File: src/rtl/pxf_pkg.sv
package pxf_pkg;

  typedef enum logic [2:0] {
    SL_IDLE = 3'd0,
    SL_HDR  = 3'd1,
    SL_CNT  = 3'd2,
    SL_ADDR = 3'd3,
    SL_PH   = 3'd4
  } slot_e;

  function automatic int ceil_div(input int a, input int b);
    return (a + b - 1) / b;
  endfunction

endpackage

File: src/rtl/pxf_rst_sync.sv
module pxf_rst_sync (
  input  logic clk,
  input  logic rst_n,
  output logic rst_n_s
);

  logic meta_q;
  logic sync_q;

  always_ff @(posedge clk or negedge rst_n) begin
    if (!rst_n) begin
      meta_q <= 1'b0;
      sync_q <= 1'b0;
    end else begin
      meta_q <= 1'b1;
      sync_q <= meta_q;
    end
  end

  assign rst_n_s = sync_q;

endmodule

File: src/rtl/pxf_seq.sv
module pxf_seq
  import pxf_pkg::*;
#(
  parameter int NSYM  = 5,
  parameter int IDX_W = 3
) (
  input  logic             clk,
  input  logic             rst_n_s,
  input  logic             trig_i,
  input  logic             hit_valid_i,
  output slot_e            slot_o,
  output logic [IDX_W-1:0] idx_o,
  output logic             take_o,
  output logic             open_o,
  output logic             done_o
);

  slot_e            slot_q, slot_d;
  logic [IDX_W-1:0] idx_q, idx_d;
  logic             idx_last;

  assign idx_last = (idx_q == IDX_W'(NSYM - 1));
  assign open_o   = (slot_q == SL_CNT) || (slot_q == SL_PH);
  assign take_o   = open_o && hit_valid_i;
  assign done_o   = open_o && !hit_valid_i;

  always_comb begin
    slot_d = slot_q;
    idx_d  = idx_q;
    unique case (slot_q)
      SL_IDLE: if (trig_i) slot_d = SL_HDR;
      SL_HDR:  slot_d = SL_CNT;
      SL_CNT, SL_PH: begin
        if (hit_valid_i) begin
          slot_d = SL_ADDR;
          idx_d  = '0;
        end else begin
          slot_d = SL_IDLE;
        end
      end
      SL_ADDR: begin
        if (idx_last) slot_d = SL_PH;
        else          idx_d  = idx_q + 1'b1;
      end
      default: slot_d = SL_IDLE;
    endcase
  end

  always_ff @(posedge clk or negedge rst_n_s) begin
    if (!rst_n_s) begin
      slot_q <= SL_IDLE;
      idx_q  <= '0;
    end else begin
      slot_q <= slot_d;
      idx_q  <= idx_d;
    end
  end

  assign slot_o = slot_q;
  assign idx_o  = idx_q;

  // an accepted hit always starts at the first address symbol
  p_take_starts_addr_r5: assert property (@(posedge clk) disable iff (!rst_n_s)
    take_o |=> (slot_q == SL_ADDR) && (idx_q == '0));

  // frame end returns the sequencer to idle
  p_done_to_idle_r6: assert property (@(posedge clk) disable iff (!rst_n_s)
    done_o |=> (slot_q == SL_IDLE));

  // a trigger during a frame never restarts the header
  p_busy_trig_r7: assert property (@(posedge clk) disable iff (!rst_n_s)
    (slot_q != SL_IDLE) && trig_i |=> (slot_q != SL_HDR));

endmodule

File: src/rtl/pxf_addr_enc.sv
module pxf_addr_enc #(
  parameter int DCOL_W   = 5,
  parameter int PIX_W    = 8,
  parameter int SYM_BITS = 3,
  parameter int NSYM     = 5,
  parameter int IDX_W    = 3
) (
  input  logic [DCOL_W-1:0]   dcol_i,
  input  logic [PIX_W-1:0]    pix_i,
  input  logic [IDX_W-1:0]    idx_i,
  output logic [SYM_BITS-1:0] part_o
);

  localparam int ADDR_W = DCOL_W + PIX_W;
  localparam int PAD_W  = NSYM * SYM_BITS - ADDR_W;

  logic [NSYM*SYM_BITS-1:0] padded;
  logic [SYM_BITS-1:0]      parts [NSYM];

  generate
    if (PAD_W > 0) begin : g_pad
      assign padded = {{PAD_W{1'b0}}, dcol_i, pix_i};
    end else begin : g_nopad
      assign padded = {dcol_i, pix_i};
    end
  endgenerate

  for (genvar k = 0; k < NSYM; k++) begin : g_part
    assign parts[k] = padded[(NSYM-1-k)*SYM_BITS +: SYM_BITS];
  end

  always_comb begin
    part_o = '0;
    for (int k = 0; k < NSYM; k++) begin
      if (idx_i == IDX_W'(k)) part_o = parts[k];
    end
  end

endmodule

File: src/rtl/pxf_rdo_ctr.sv
module pxf_rdo_ctr #(
  parameter int CNT_W = 8
) (
  input  logic             clk,
  input  logic             rst_n_s,
  input  logic             step_i,
  output logic [CNT_W-1:0] cnt_o
);

  logic [CNT_W-1:0] cnt_q, cnt_d;

  always_comb begin
    cnt_d = cnt_q;
    if (step_i) cnt_d = cnt_q + 1'b1;
  end

  always_ff @(posedge clk or negedge rst_n_s) begin
    if (!rst_n_s) cnt_q <= '0;
    else          cnt_q <= cnt_d;
  end

  assign cnt_o = cnt_q;

  // the readout number moves by exactly one per completed frame
  p_cnt_step_r3: assert property (@(posedge clk) disable iff (!rst_n_s)
    step_i |=> (cnt_q == CNT_W'($past(cnt_q) + 1'b1)));

  p_cnt_hold_r3: assert property (@(posedge clk) disable iff (!rst_n_s)
    !step_i |=> $stable(cnt_q));

endmodule

File: src/rtl/pxl_readout_fmt.sv
module pxl_readout_fmt
  import pxf_pkg::*;
#(
  parameter int         DCOL_W   = 5,
  parameter int         PIX_W    = 8,
  parameter int         PH_W     = 8,
  parameter int         SYM_BITS = 3,
  parameter int         SYM_W    = 8,
  parameter int         CNT_W    = 8,
  parameter logic [7:0] HDR_WORD = 8'hE3
) (
  input  logic              clk,
  input  logic              rst_n,
  input  logic              trig_i,
  input  logic              hit_valid_i,
  output logic              hit_ready_o,
  input  logic [DCOL_W-1:0] hit_dcol_i,
  input  logic [PIX_W-1:0]  hit_pix_i,
  input  logic [PH_W-1:0]   hit_ph_i,
  output logic [SYM_W-1:0]  sym_o,
  output logic              sym_valid_o,
  output logic              sof_o,
  output logic              eof_o
);

  localparam int ADDR_W = DCOL_W + PIX_W;
  localparam int NSYM   = ceil_div(ADDR_W, SYM_BITS);
  localparam int IDX_W  = (NSYM > 1) ? $clog2(NSYM) : 1;

  logic              rst_n_s;
  slot_e             slot;
  logic [IDX_W-1:0]  idx;
  logic              take, open_slot, done;
  logic [CNT_W-1:0]  rdo_cnt;
  logic [SYM_BITS-1:0] part;

  logic [DCOL_W-1:0] dcol_q;
  logic [PIX_W-1:0]  pix_q;
  logic [PH_W-1:0]   ph_q;

  pxf_rst_sync u_rst (
    .clk     (clk),
    .rst_n   (rst_n),
    .rst_n_s (rst_n_s)
  );

  pxf_seq #(.NSYM(NSYM), .IDX_W(IDX_W)) u_seq (
    .clk         (clk),
    .rst_n_s     (rst_n_s),
    .trig_i      (trig_i),
    .hit_valid_i (hit_valid_i),
    .slot_o      (slot),
    .idx_o       (idx),
    .take_o      (take),
    .open_o      (open_slot),
    .done_o      (done)
  );

  pxf_rdo_ctr #(.CNT_W(CNT_W)) u_ctr (
    .clk     (clk),
    .rst_n_s (rst_n_s),
    .step_i  (done),
    .cnt_o   (rdo_cnt)
  );

  pxf_addr_enc #(
    .DCOL_W(DCOL_W), .PIX_W(PIX_W), .SYM_BITS(SYM_BITS),
    .NSYM(NSYM), .IDX_W(IDX_W)
  ) u_enc (
    .dcol_i (dcol_q),
    .pix_i  (pix_q),
    .idx_i  (idx),
    .part_o (part)
  );

  always_ff @(posedge clk or negedge rst_n_s) begin
    if (!rst_n_s) begin
      dcol_q <= '0;
      pix_q  <= '0;
      ph_q   <= '0;
    end else if (take) begin
      dcol_q <= hit_dcol_i;
      pix_q  <= hit_pix_i;
      ph_q   <= hit_ph_i;
    end
  end

  always_comb begin
    sym_o       = '0;
    sym_valid_o = 1'b1;
    unique case (slot)
      SL_HDR:  sym_o = SYM_W'(HDR_WORD);
      SL_CNT:  sym_o = SYM_W'(rdo_cnt);
      SL_ADDR: sym_o = SYM_W'(part);
      SL_PH:   sym_o = SYM_W'(ph_q);
      default: sym_valid_o = 1'b0;
    endcase
  end

  assign sof_o       = (slot == SL_HDR);
  assign eof_o       = done;
  assign hit_ready_o = open_slot;

  // every frame opens with the start strobe
  p_sof_first_r2: assert property (@(posedge clk) disable iff (!rst_n_s)
    !sym_valid_o ##1 sym_valid_o |-> sof_o);

  // nothing is valid right after the end strobe
  p_eof_gap_r6: assert property (@(posedge clk) disable iff (!rst_n_s)
    eof_o |=> !sym_valid_o);

  // no gap inside a frame
  p_no_gap_r8: assert property (@(posedge clk) disable iff (!rst_n_s)
    sym_valid_o && !eof_o |=> sym_valid_o);

  // address symbols stay within the symbol bit range
  p_addr_range_r4: assert property (@(posedge clk) disable iff (!rst_n_s)
    (slot == SL_ADDR) |-> (sym_o < SYM_W'(2 ** SYM_BITS)));

endmodule

File: config.mk
export PLATFORM = sky130hd
export DESIGN_NAME = pxl_readout_fmt
export DESIGN_NICKNAME = d
export VERILOG_FILES = /design/src/rtl/pxf_pkg.sv /design/src/rtl/pxf_rst_sync.sv /design/src/rtl/pxf_seq.sv /design/src/rtl/pxf_addr_enc.sv /design/src/rtl/pxf_rdo_ctr.sv /design/src/rtl/pxl_readout_fmt.sv
export SDC_FILE = /design/constraint.sdc
export NUM_CORES = 1
export LEC_CHECK = 0
export BUFFER_PORTS_ARGS = -buffer_cell sky130_fd_sc_hd__buf_2
export CAP_MARGIN = 20
export CORE_ASPECT_RATIO = 1.25
export CORE_MARGIN = 10
export CORE_UTILIZATION = 49
export CTS_CLUSTER_SIZE = 16
export DETAILED_ROUTE_END_ITERATION = 7
export PLACE_DENSITY = 0.75
export SETUP_SLACK_MARGIN = 0.02
export SYNTH_ARGS = -nofsm -noshare
export SYNTH_HDL_FRONTEND = slang
export SYNTH_HIERARCHICAL = 1
export SYNTH_SLANG_ARGS = --single-unit
File: constraint.sdc
create_clock -name clk -period 1.8 [get_ports clk]
set_input_delay 0.36 -clock clk [delete_from_list [all_inputs] [get_ports clk]]
set_output_delay 0.36 -clock clk [all_outputs]
set_load 0.005 [all_outputs]
==> results of run 1 <==
what timing repair did:
action / CTS / global route
hold endpoints to repair: 2 / 0
buffers inserted: 1 / 0
pin swaps: 6 / 1
setup endpoints to repair: 8 / 10
gates resized for setup: 2 / 4
hold buffers: 1 / 0
metal layers:
metal  share of wire (%)  up-vias
li1                    -      654
met1                  40      661
met2                  54       27
met3                 4.6        7
met4                 1.3        0
met5                   0        -
per-stage QoR:
stage	power, mW	setup WS, ns	cell area (µm²)	setup TNS, ns
after global placement	3.297	-0.06941	2235	-0.06941
after floorplan	2.738	0.02262	1921	0
after detailed placement	3.424	-0.08632	2235	-0.1484
after CTS	3.975	-0.3432	2331	-1.404
final	3.974	-0.3455	2349	-1.378
after global routing	4.270	-0.4407	2349	-1.999
layout by cell type, fill, tap and decap left out, types with 3 or more instances in the layout:
cell type	instances
nand2b_1	3
a211o_1	5
ha_1	3
buf_2	36
mux2i_1	4
buf_4	11
mux2_2	24
a21oi_1	4
nor2b_1	3
nand2_1	3
xor2_1	4
nand3b_1	5
and4bb_1	6
inv_1	4
nor2_1	6
xnor2_1	5
clkbuf_8	5
dfrtp_1	35
nand4_1	3
Yosys cell counts, drive strengths merged:
master / number
or2: 1
a22oi: 2
o21ai: 1
a41oi: 1
ha: 3
a22o: 1
nor3: 1
nand3b: 5
nor4bb: 1
o32ai: 1
nand2b: 3
buf: 6
conb: 1
o21bai: 1
and3b: 1
nor2: 7
xnor2: 5
nor3b: 3
nand4: 4
nand3: 1
and2: 1
and2b: 1
a31o: 1
mux2i: 4
o22ai: 2
a21oi: 4
nand2: 3
dfrtp: 37
and4bb: 7
inv: 4
a211o: 5
a221o: 1
mux2: 25
a32o: 1
xor2: 4
nor2b: 3
final timing paths:
| path | end | slack, ns |
|---|---|---|
| setup / recovery | sym_o[2] | -0.35 |
| hold / removal | u_seq/slot_o[0] | 0.28 |
| hold reg to reg | u_seq/slot_o[0] | 0.28 |
| max in group asynchronous | u_seq/idx_o[1] | 1.20 |
| setup reg to reg | pix_q[7] | 0.16 |
| min in group clk | ph_q[7] | 0.30 |
worst register-to-register path, stage by stage (launching register included):
cell     delay, ns
dfrtp_1       0.47
buf_4         0.21
nor2_1        0.13
and2_1        0.18
buf_12        0.17
mux2_2        0.36
layout make-up:
type	instances	share of cell area, %
clock buffer	5	2.930
clock inverter	1	0.2131
inverter	4	0.6393
tap	54	2.877
multi-input combinational	105	40.49
sequential	37	39.53
timing repair buffer	50	13.32
power groups by stage:
stage	Combinational (mW)	Sequential (mW)	Clock (mW)
6_report	1.94	1.51	0.526
5_1_grt	2.12	1.56	0.583
4_1_cts	1.93	1.51	0.535
3_5_place_dp	1.90	1.53	0
3_3_place_gp	1.80	1.50	0
2_1_floorplan	1.26	1.48	0
state kept, by name, summed over array words and instances, names as in the netlist:
register and cells:
ph_q 8, u_seq/idx_o 3, u_seq/slot_o 3, pix_q 8, u_ctr/cnt_o 8, u_rst/rst_n_s 1
u_rst/meta_q 1, dcol_q 5
logic make-up (layout without fill, tap and decap cells):
group | Yosys count | count (layout)
buf+inv | 10 | 60
fa+ha+maj | 3 | 3
xor+xnor | 9 | 9
other cells | 1 | 1
mux | 29 | 29
flops | 37 | 37
simple gates | 42 | 42
compound gates | 21 | 21
==> results_dict.tcl, run 1 <==
set metrics [dict create \
    status "finished, violations left" \
    violations "setup timing" \
    synth_seq_area_share_pct 48.49 \
    ys_ff_latch 37 \
    fin_crit_sh_pct 119.2 \
    yosysTopAreaCellShare_pct 48.49 \
    drive_gt1_share_pct 46.53 \
    multi_input_comb_area_um2 950.9 \
    cts_buffers 5 \
    htreeDepth 2 \
    critPathLaunch "u_seq/idx_o[2]" \
    pwr_density_cell_nw_per_um2 1692 \
    crit_path_max_fanout 6 \
    critPathKind "register to primary output" \
    switchingPower_mw 1.416 \
    min_period_ns 2.146 \
    worstReg2RegStart "u_seq/slot_o[0]" \
    hold-worst-slack_ns 0.2761 \
    clock-sinks 37 \
    die_x_um 75.83 \
    vias 1349 \
    area_growth_pct 23.00 \
    post-route-util_pct 62.05 \
    syn_area_um2 1909 \
    grt_use_met2_pct 22.94 \
    grt_util_met1_pct 13.94 \
    track_usage_pct 13.09 \
    worst_slack_ns -0.3455 \
    gp_congestion 0.8124 \
    drcViolationCount 0 \
    die_y_um 89.79 \
    ir_worst_vdd_mv 0.8377 \
    grt_start_max_net_pins 36 \
    rsz0062_at_grt "yes" \
    wl_per_cell_um 16.32 \
    core_area_um2 3785 \
    cts_root_buffer "clkbuf_8" \
    critical_path_arrival_ns 1.79 \
    start_util_pct 50.45 \
    cts_tree "yes" \
    n_fill_cell 316 \
    slowest_stage "dfrtp_1" \
    p_leak_nw 1.104 \
    drtIter0Drc 97 \
    seqPwrFrac_pct 38.0 \
    drv_cap 0 \
    grt-ovfl-total 0 \
    grt_pass1_wl_mm 6.969 \
    fp-row-count 25 \
    drtPass1Iterations 4 \
    io_pins 37 \
    synth-adder-area-share_pct 1.966 \
    power_frac_comb_pct 48.7 \
    grt_most_used_layer "met2" \
    die_area_um2 6809 \
    startpoint_type "register" \
    antenna_found_initial 0 \
    synth_xor_area_share_pct 4.128 \
    hold_class "register to asynchronous set/reset pin" \
    synth_top_family_by_area "multiplexers" \
    dp_hpwl_mm 3.207 \
    grt_use_met3_pct 4.070 \
    clockBufferDepth 2 \
    synth.area.top_cells "dfrtp_1 (48%), mux2_2 (15%), and4bb_1 (3.9%)" \
    p_clk_share_pct 13.2 \
    synthCells 152 \
    hold_viol_final 0 \
    r2r_cells 5 \
    placed_cells 248 \
    fin_nets 231 \
    finalWirelength_mm 4.178 \
    diodes 0 \
    critPathRequiredTime_ns 1.44 \
    drv_slew 0 \
    yosysTopAreaCell "dfrtp_1" \
    grt_pass1_vias 1502 \
    setup_viol 6 \
    path_clk_slew_ns 0.07 \
    worst-path-buf-inv 1 \
    syn_avg_cell_area_um2 12.56 \
    synth_nets 180 \
    crit_cells 6 \
    final_cells 256 \
    seq_area_um2 928.4 \
    synth_compound_area_share_pct 8.781 \
    path_cells "nor2b_1 > a22oi_2 > o22ai_2 > mux2_4 > a32o_1 > buf_2" \
    skew_ns 0.005159 \
    synth.area.mux_share_pct 16.84 \
    intPower_mw 2.558 \
    p_sw_share_pct 35.63 \
    fmax_mhz 466.1 \
    synth_cell_types 41 \
    ant_nets 0 \
    endpoint_kind "primary output" \
    port_buffers 36 \
    crit_family "compound AO/OA/AOI/OAI gates" \
    worst_path_largest_cell_delay_ns 0.43 \
    synth_simple_gate_area_share_pct 16.58 \
    clk_latency_ns 0.28 \
    via_per_inst 5.270 \
    yosys_warnings 6 \
]
No activity file was read; power rests on OpenSTA's default activity.
==> run 2: changes to the inputs <==
--- a/config.mk
+++ b/config.mk
@@ -10,8 +10,8 @@
 export CORE_ASPECT_RATIO = 1.25
 export CORE_MARGIN = 10
-export CORE_UTILIZATION = 49
+export CORE_UTILIZATION = 50
 export CTS_CLUSTER_SIZE = 16
 export DETAILED_ROUTE_END_ITERATION = 7
-export PLACE_DENSITY = 0.75
+export PLACE_DENSITY = 0.73
 export SETUP_SLACK_MARGIN = 0.02
 export SYNTH_ARGS = -nofsm -noshare
==> constraint.sdc (replaced) <==
create_clock -name clk -period 2.2 [get_ports clk]
set_input_delay 0.33 -clock clk [delete_from_list [all_inputs] [get_ports clk]]
set_output_delay 0.33 -clock clk [all_outputs]
set_load 0.005 [all_outputs]
==> run 2 against run 1 <==
Net effect: the run now ends clean; die area fell by 1.5%; utilization rose by 0.61 points; design area fell by 0.69%; global-route usage rose by 0.37 points; worst hold slack got worse by 0.0059 ns; combinational power fell by 22%; first-iteration DRC count fell by 56%; sequential power fell by 17%; clock power fell by 2%; critical endpoint is now sym_o[0]; largest cell class unchanged; largest power group unchanged; highest routed layer unchanged.
==> results_dict.tcl, run 2 (synthesized netlist as in run 1, its figures left out) <==
set metrics [dict create \
    status "finished clean" \
    htreeDepth 2 \
    fin_nets 231 \
    cts_root_buffer "clkbuf_8" \
    cts_buffers 5 \
    post-route-util_pct 62.66 \
    drtPass1Iterations 4 \
    fp-row-count 25 \
    die_area_um2 6706 \
    p_leak_nw 1.110 \
    worstReg2RegStart "u_seq/slot_o[0]" \
    critPathKind "register to primary output" \
    hold_class "input port to register" \
    grt-ovfl-total 0 \
    multi_input_comb_area_um2 945.9 \
    min_period_ns 2.165 \
    slowest_stage "dfrtp_2" \
    via_per_inst 5.656 \
    io_pins 37 \
    pwr_density_cell_nw_per_um2 1404 \
    track_usage_pct 13.45 \
    endpoint_kind "primary output" \
    core_area_um2 3722 \
    area_growth_pct 22.15 \
    cts_tree "yes" \
    ant_nets 0 \
    setup_viol 0 \
    clockBufferDepth 2 \
    fin_tns_setup_ns 0 \
    dp_hpwl_mm 3.061 \
    final_cell_mix "buf_2 (36), dfrtp_1 (35), mux2_2 (25)" \
    holdPathEnd "ph_q[6]" \
    postPlaceCellArea_um2 2142 \
    n_fill_cell 291 \
    drcViolationCount 0 \
    worst_path_largest_cell_delay_ns 0.44 \
    holdCritStartpoint "hit_ph_i[6]" \
    r2r_cells 4 \
    crit_path_max_fanout 6 \
    ir_worst_vdd_mv 0.6833 \
    worst_slack_ns 0.03475 \
    drive_gt1_share_pct 47.06 \
    critPathRequiredTime_ns 1.87 \
    final_cells 244 \
    start_util_pct 51.29 \
    die_x_um 75.27 \
    p_total_mw 3.274 \
    fin_crit_sh_pct 98.42 \
    rsz0062_at_grt "yes" \
    path_cells "buf_6 > mux2i_1 > o32ai_1 > a31o_1 > nand2b_4 > a211o_1 > buf_2" \
    critical_path_arrival_ns 1.84 \
    path_clk_slew_ns 0.07 \
    worst_r2r_endpoint "ph_q[7]" \
    port_buffers 36 \
    min_path_cells 2 \
    antenna_found_initial 0 \
    hold-worst-slack_ns 0.2702 \
    wl_per_cell_um 17.42 \
    fin_area_um2 2332 \
    clk_latency_ns 0.29 \
    seq_area_um2 928.4 \
    finalWirelength_mm 4.251 \
    grt_pass1_vias 1522 \
    r2r_setup_slack_ns 0.59 \
    drv_cap 0 \
    place_worst_setup_slack_ns 0.2524 \
    skew_ns 0.005114 \
    startpoint_type "register" \
    drv_slew 0 \
    clock-sinks 37 \
    drtIter0Drc 43 \
    vias 1380 \
    gp_congestion 0.7925 \
    placed_cells 228 \
    grt_pass1_wl_mm 6.927 \
    die_y_um 89.09 \
    layout_commonest_cell "buf_2" \
    grt_start_max_net_pins 36 \
    diodes 0 \
    hold_viol_final 0 \
    fmax_mhz 461.8 \
]
## run 2: cell count changes in the layout (fill, tap and decap cells not counted), sizes merged
cell,change
clkbuf,+2
## run 2: layout make-up
cell class,instances,share of cell area [%]
Multi-Input combinational cell,105,40.56
Timing Repair Buffer,50,12.50
Clock buffer,7,4.131
Sequential cell,37,39.81
Tap cell,40,2.146
Inverter,4,0.6438
Clock inverter,1,0.2146
## run 2: power by group
group / switching (mW) / internal (mW) / total, mW
registers: 0.268 / 0.979 / 1.25
clock network: 0.232 / 0.283 / 0.515
logic: 0.653 / 0.858 / 1.51
## run 2: repair_timing
action,CTS,global route
hold endpoints to repair,2,0
setup endpoints to repair,3,3
buffers inserted,4,3
resized for setup,2,5
gates cloned,0,0
pin swaps,0,3
hold buffers,1,0
## run 2: worst max-delay path: cells and delay by family (launching register included)
family,cells,cell delay [ns]
buffers and inverters,2,0.27
AND/OR/NAND/NOR,1,0.14
multiplexers,1,0.15
AO/OA/AOI/OAI,3,0.57
flip-flops,1,0.44
## run 2: worst max-delay path by stage
stage                          startpoint             end  cells after the start
after detailed placement   u_seq/idx_o[1]        sym_o[2]                      6
after global routing       u_seq/idx_o[2]        sym_o[2]                      6
after floorplan           u_seq/slot_o[1]  u_ctr/cnt_o[5]                      5
after CTS                  u_seq/idx_o[2]        sym_o[2]                      6
final                      u_seq/idx_o[2]        sym_o[0]                      7
after global placement     u_seq/idx_o[1]        sym_o[2]                      6
## run 2: layer usage
layer  vias to the layer above  wire (µm)  share of wire (%)  global-route usage [%]
met3                        11        204                4.8                   5.000
met1                       684       1621                 38                   13.24
met2                        29       2329                 55                   23.98
met5                         -          0                  0                       0
li1                        656          -                  -                       -
met4                         0         96                2.3                   6.768
==> run 3: changes to the inputs <==
- PLACE_DENSITY: 0.73 -> default
- PLACE_DENSITY_LB_ADDON: default -> 0.3
- clock period: 2.2 -> 2.65 ns (I/O delays scaled with it)
==> run 3 against run 2 <==
Net effect: clock skew shrank 0.00090 ns; flip-flop and latch count is the same; sequential power shrank 10%; total power shrank 23%; die area is the same; utilization shrank 3.2 points; non-clock buffer count shrank 10; critical path depth shrank 1; routed wire length shrank 6.7%; register-to-register slack gained 0.03 ns; via count shrank 5.3%; sequential share of layout area grew 2.0 points; critical path type unchanged; highest routed layer unchanged.
==> results_dict.tcl, run 3 (synthesized netlist as in run 1, its figures left out) <==
set metrics [dict create \
    status "finished clean" \
    final_cell_mix "dfrtp_1 (37), buf_2 (36), mux2_2 (25)" \
    fp-row-count 25 \
    slowest_stage "dfrtp_1" \
    ant_nets 0 \
    grt-ovfl-total 0 \
    grt_use_met2_pct 22.89 \
    setup_viol 0 \
    ir_worst_vdd_mv 0.5529 \
    drtPass1Iterations 4 \
    relSlewSlack_pct 52.08 \
    antenna_found_initial 0 \
    rsz0062_at_grt "no" \
    grt_most_used_layer "met2" \
    endpoint_kind "primary output" \
    via_per_inst 5.585 \
    p_sw_share_pct 35.92 \
    grt_pass1_vias 1464 \
    r2r_cells 5 \
    track_usage_pct 13.04 \
    die_x_um 75.27 \
    layout_commonest_cell "dfrtp_1" \
    critical_path_arrival_ns 1.92 \
    fin_area_um2 2212 \
    drcViolationCount 0 \
    clockBufferDepth 2 \
    vias 1307 \
    htreeDepth 2 \
    critPathRequiredTime_ns 2.25 \
    switchingPower_uw 904.5 \
    p_leak_nw 1.045 \
    intPower_mw 1.613 \
    grt_use_met3_pct 4.333 \
    core_area_um2 3722 \
    gp_congestion 0.8236 \
    grt_util_met1_pct 13.96 \
    dp_hpwl_mm 2.963 \
    power_frac_comb_pct 40.8 \
    cts_root_buffer "clkbuf_8" \
    fin_crit_sh_pct 87.54 \
    port_buffers 36 \
    worst_path_largest_cell_delay_ns 0.50 \
    area_growth_pct 15.86 \
    fmax_mhz 431.0 \
    diodes 0 \
    wl_per_cell_um 16.96 \
    critPathLaunch "u_seq/idx_o[1]" \
    drtIter0Drc 90 \
    p_clk_share_pct 14.7 \
    pwr_density_cell_nw_per_um2 1138 \
    cts_tree "yes" \
    r2r_setup_slack_ns 0.62 \
    path_clk_slew_ns 0.07 \
    postPlaceCellArea_um2 2120 \
    worst_pin_slew_ns 0.7188 \
    seqPwrFrac_pct 44.5 \
    drv_slew 0 \
    fin_nets 221 \
    p_total_mw 2.518 \
    die_y_um 89.09 \
    clk_latency_ns 0.29 \
    drv_cap 0 \
    hold-worst-slack_ns 0.2787 \
    fin_tns_setup_ns 0 \
    finalWirelength_mm 3.968 \
    die_area_um2 6706 \
    cts_resized 0 \
    clock-sinks 37 \
    path_cells "and2b_1 > a22oi_1 > o22ai_1 > mux2_2 > a32o_1 > buf_2" \
    crit_path_max_fanout 10 \
    worst-path-buf-inv 1 \
    cts_buffers 5 \
    n_fill_cell 314 \
    critPathKind "register to primary output" \
    worst_r2r_endpoint "ph_q[6]" \
    worstReg2RegStart "u_seq/slot_o[1]" \
    start_util_pct 51.29 \
    placed_cells 225 \
    startpoint_type "register" \
    drive_gt1_share_pct 40.72 \
    hold_viol_final 0 \
    grt_pass1_wl_mm 6.831 \
    crit_family "flip-flops" \
    min_period_ns 2.320 \
    skew_ns 0.004212 \
    final_cells 234 \
    io_pins 37 \
    hold_class "register to asynchronous set/reset pin" \
    grt_start_max_net_pins 36 \
]
-- run 3: cell count changes in the layout (fill, tap and decap cells not counted), sizes merged --
cell    before  now
buf         49   39
clkbuf       7    6
clkinv       1    2
-- run 3: worst max path at each step --
stage	endpoint	slack [ns]	cells past startpoint
CTS	sym_o[2]	0.32	6
global placement	sym_o[2]	0.68	6
finish	sym_o[2]	0.33	6
global route	sym_o[2]	0.19	6
detailed placement	pix_q[3]	0.60	5
floorplan	sym_o[2]	0.81	6
-- run 3: worst reg2reg max path, stage by stage, from the launching register on --
cell	delay, ns
dfrtp_1	0.81
xnor2_1	0.16
nor2_1	0.14
and2_1	0.14
buf_4	0.28
mux2_2	0.39
-- run 3: area by class of cell --
type / count / area (µm²) / share of cell area, %
clock buffer: 6 / 72.57 / 3.281
clock inverter: 2 / 10.01 / 0.4525
inverter: 4 / 15.01 / 0.6787
multi-input combinational: 105 / 925.9 / 41.86
sequential: 37 / 925.9 / 41.86
tap: 40 / 50.05 / 2.262
timing repair buffer: 40 / 212.7 / 9.615
-- run 3: stage by stage --
step                util (%)  worst slack [ns]
finish                 59.43            0.3301
detailed placement     56.94            0.6047
global placement       56.94            0.6793
floorplan                  -            0.8102
CTS                    59.43            0.3166
global route           59.43            0.1926
-- run 3: power groups by stage --
stage / Clock (mW) / Sequential, mW / Combinational (mW)
global route: 0.411 / 1.18 / 1.14
floorplan: 0 / 1.00 / 0.846
global placement: 0 / 1.11 / 0.987
finish: 0.369 / 1.12 / 1.03
CTS: 0.379 / 1.13 / 1.05
detailed placement: 0 / 1.14 / 1.04
-- run 3: what timing repair did --
item                      CTS  global route
buffers inserted            0             0
hold buffers                1             0
hold endpoints to repair    2             0
-- run 3: layer usage --
layer,vias to the layer above,part of all wire [%]
li1,636,-
met1,640,39
met2,27,54
met3,4,5.6
met4,0,1.2
met5,-,0
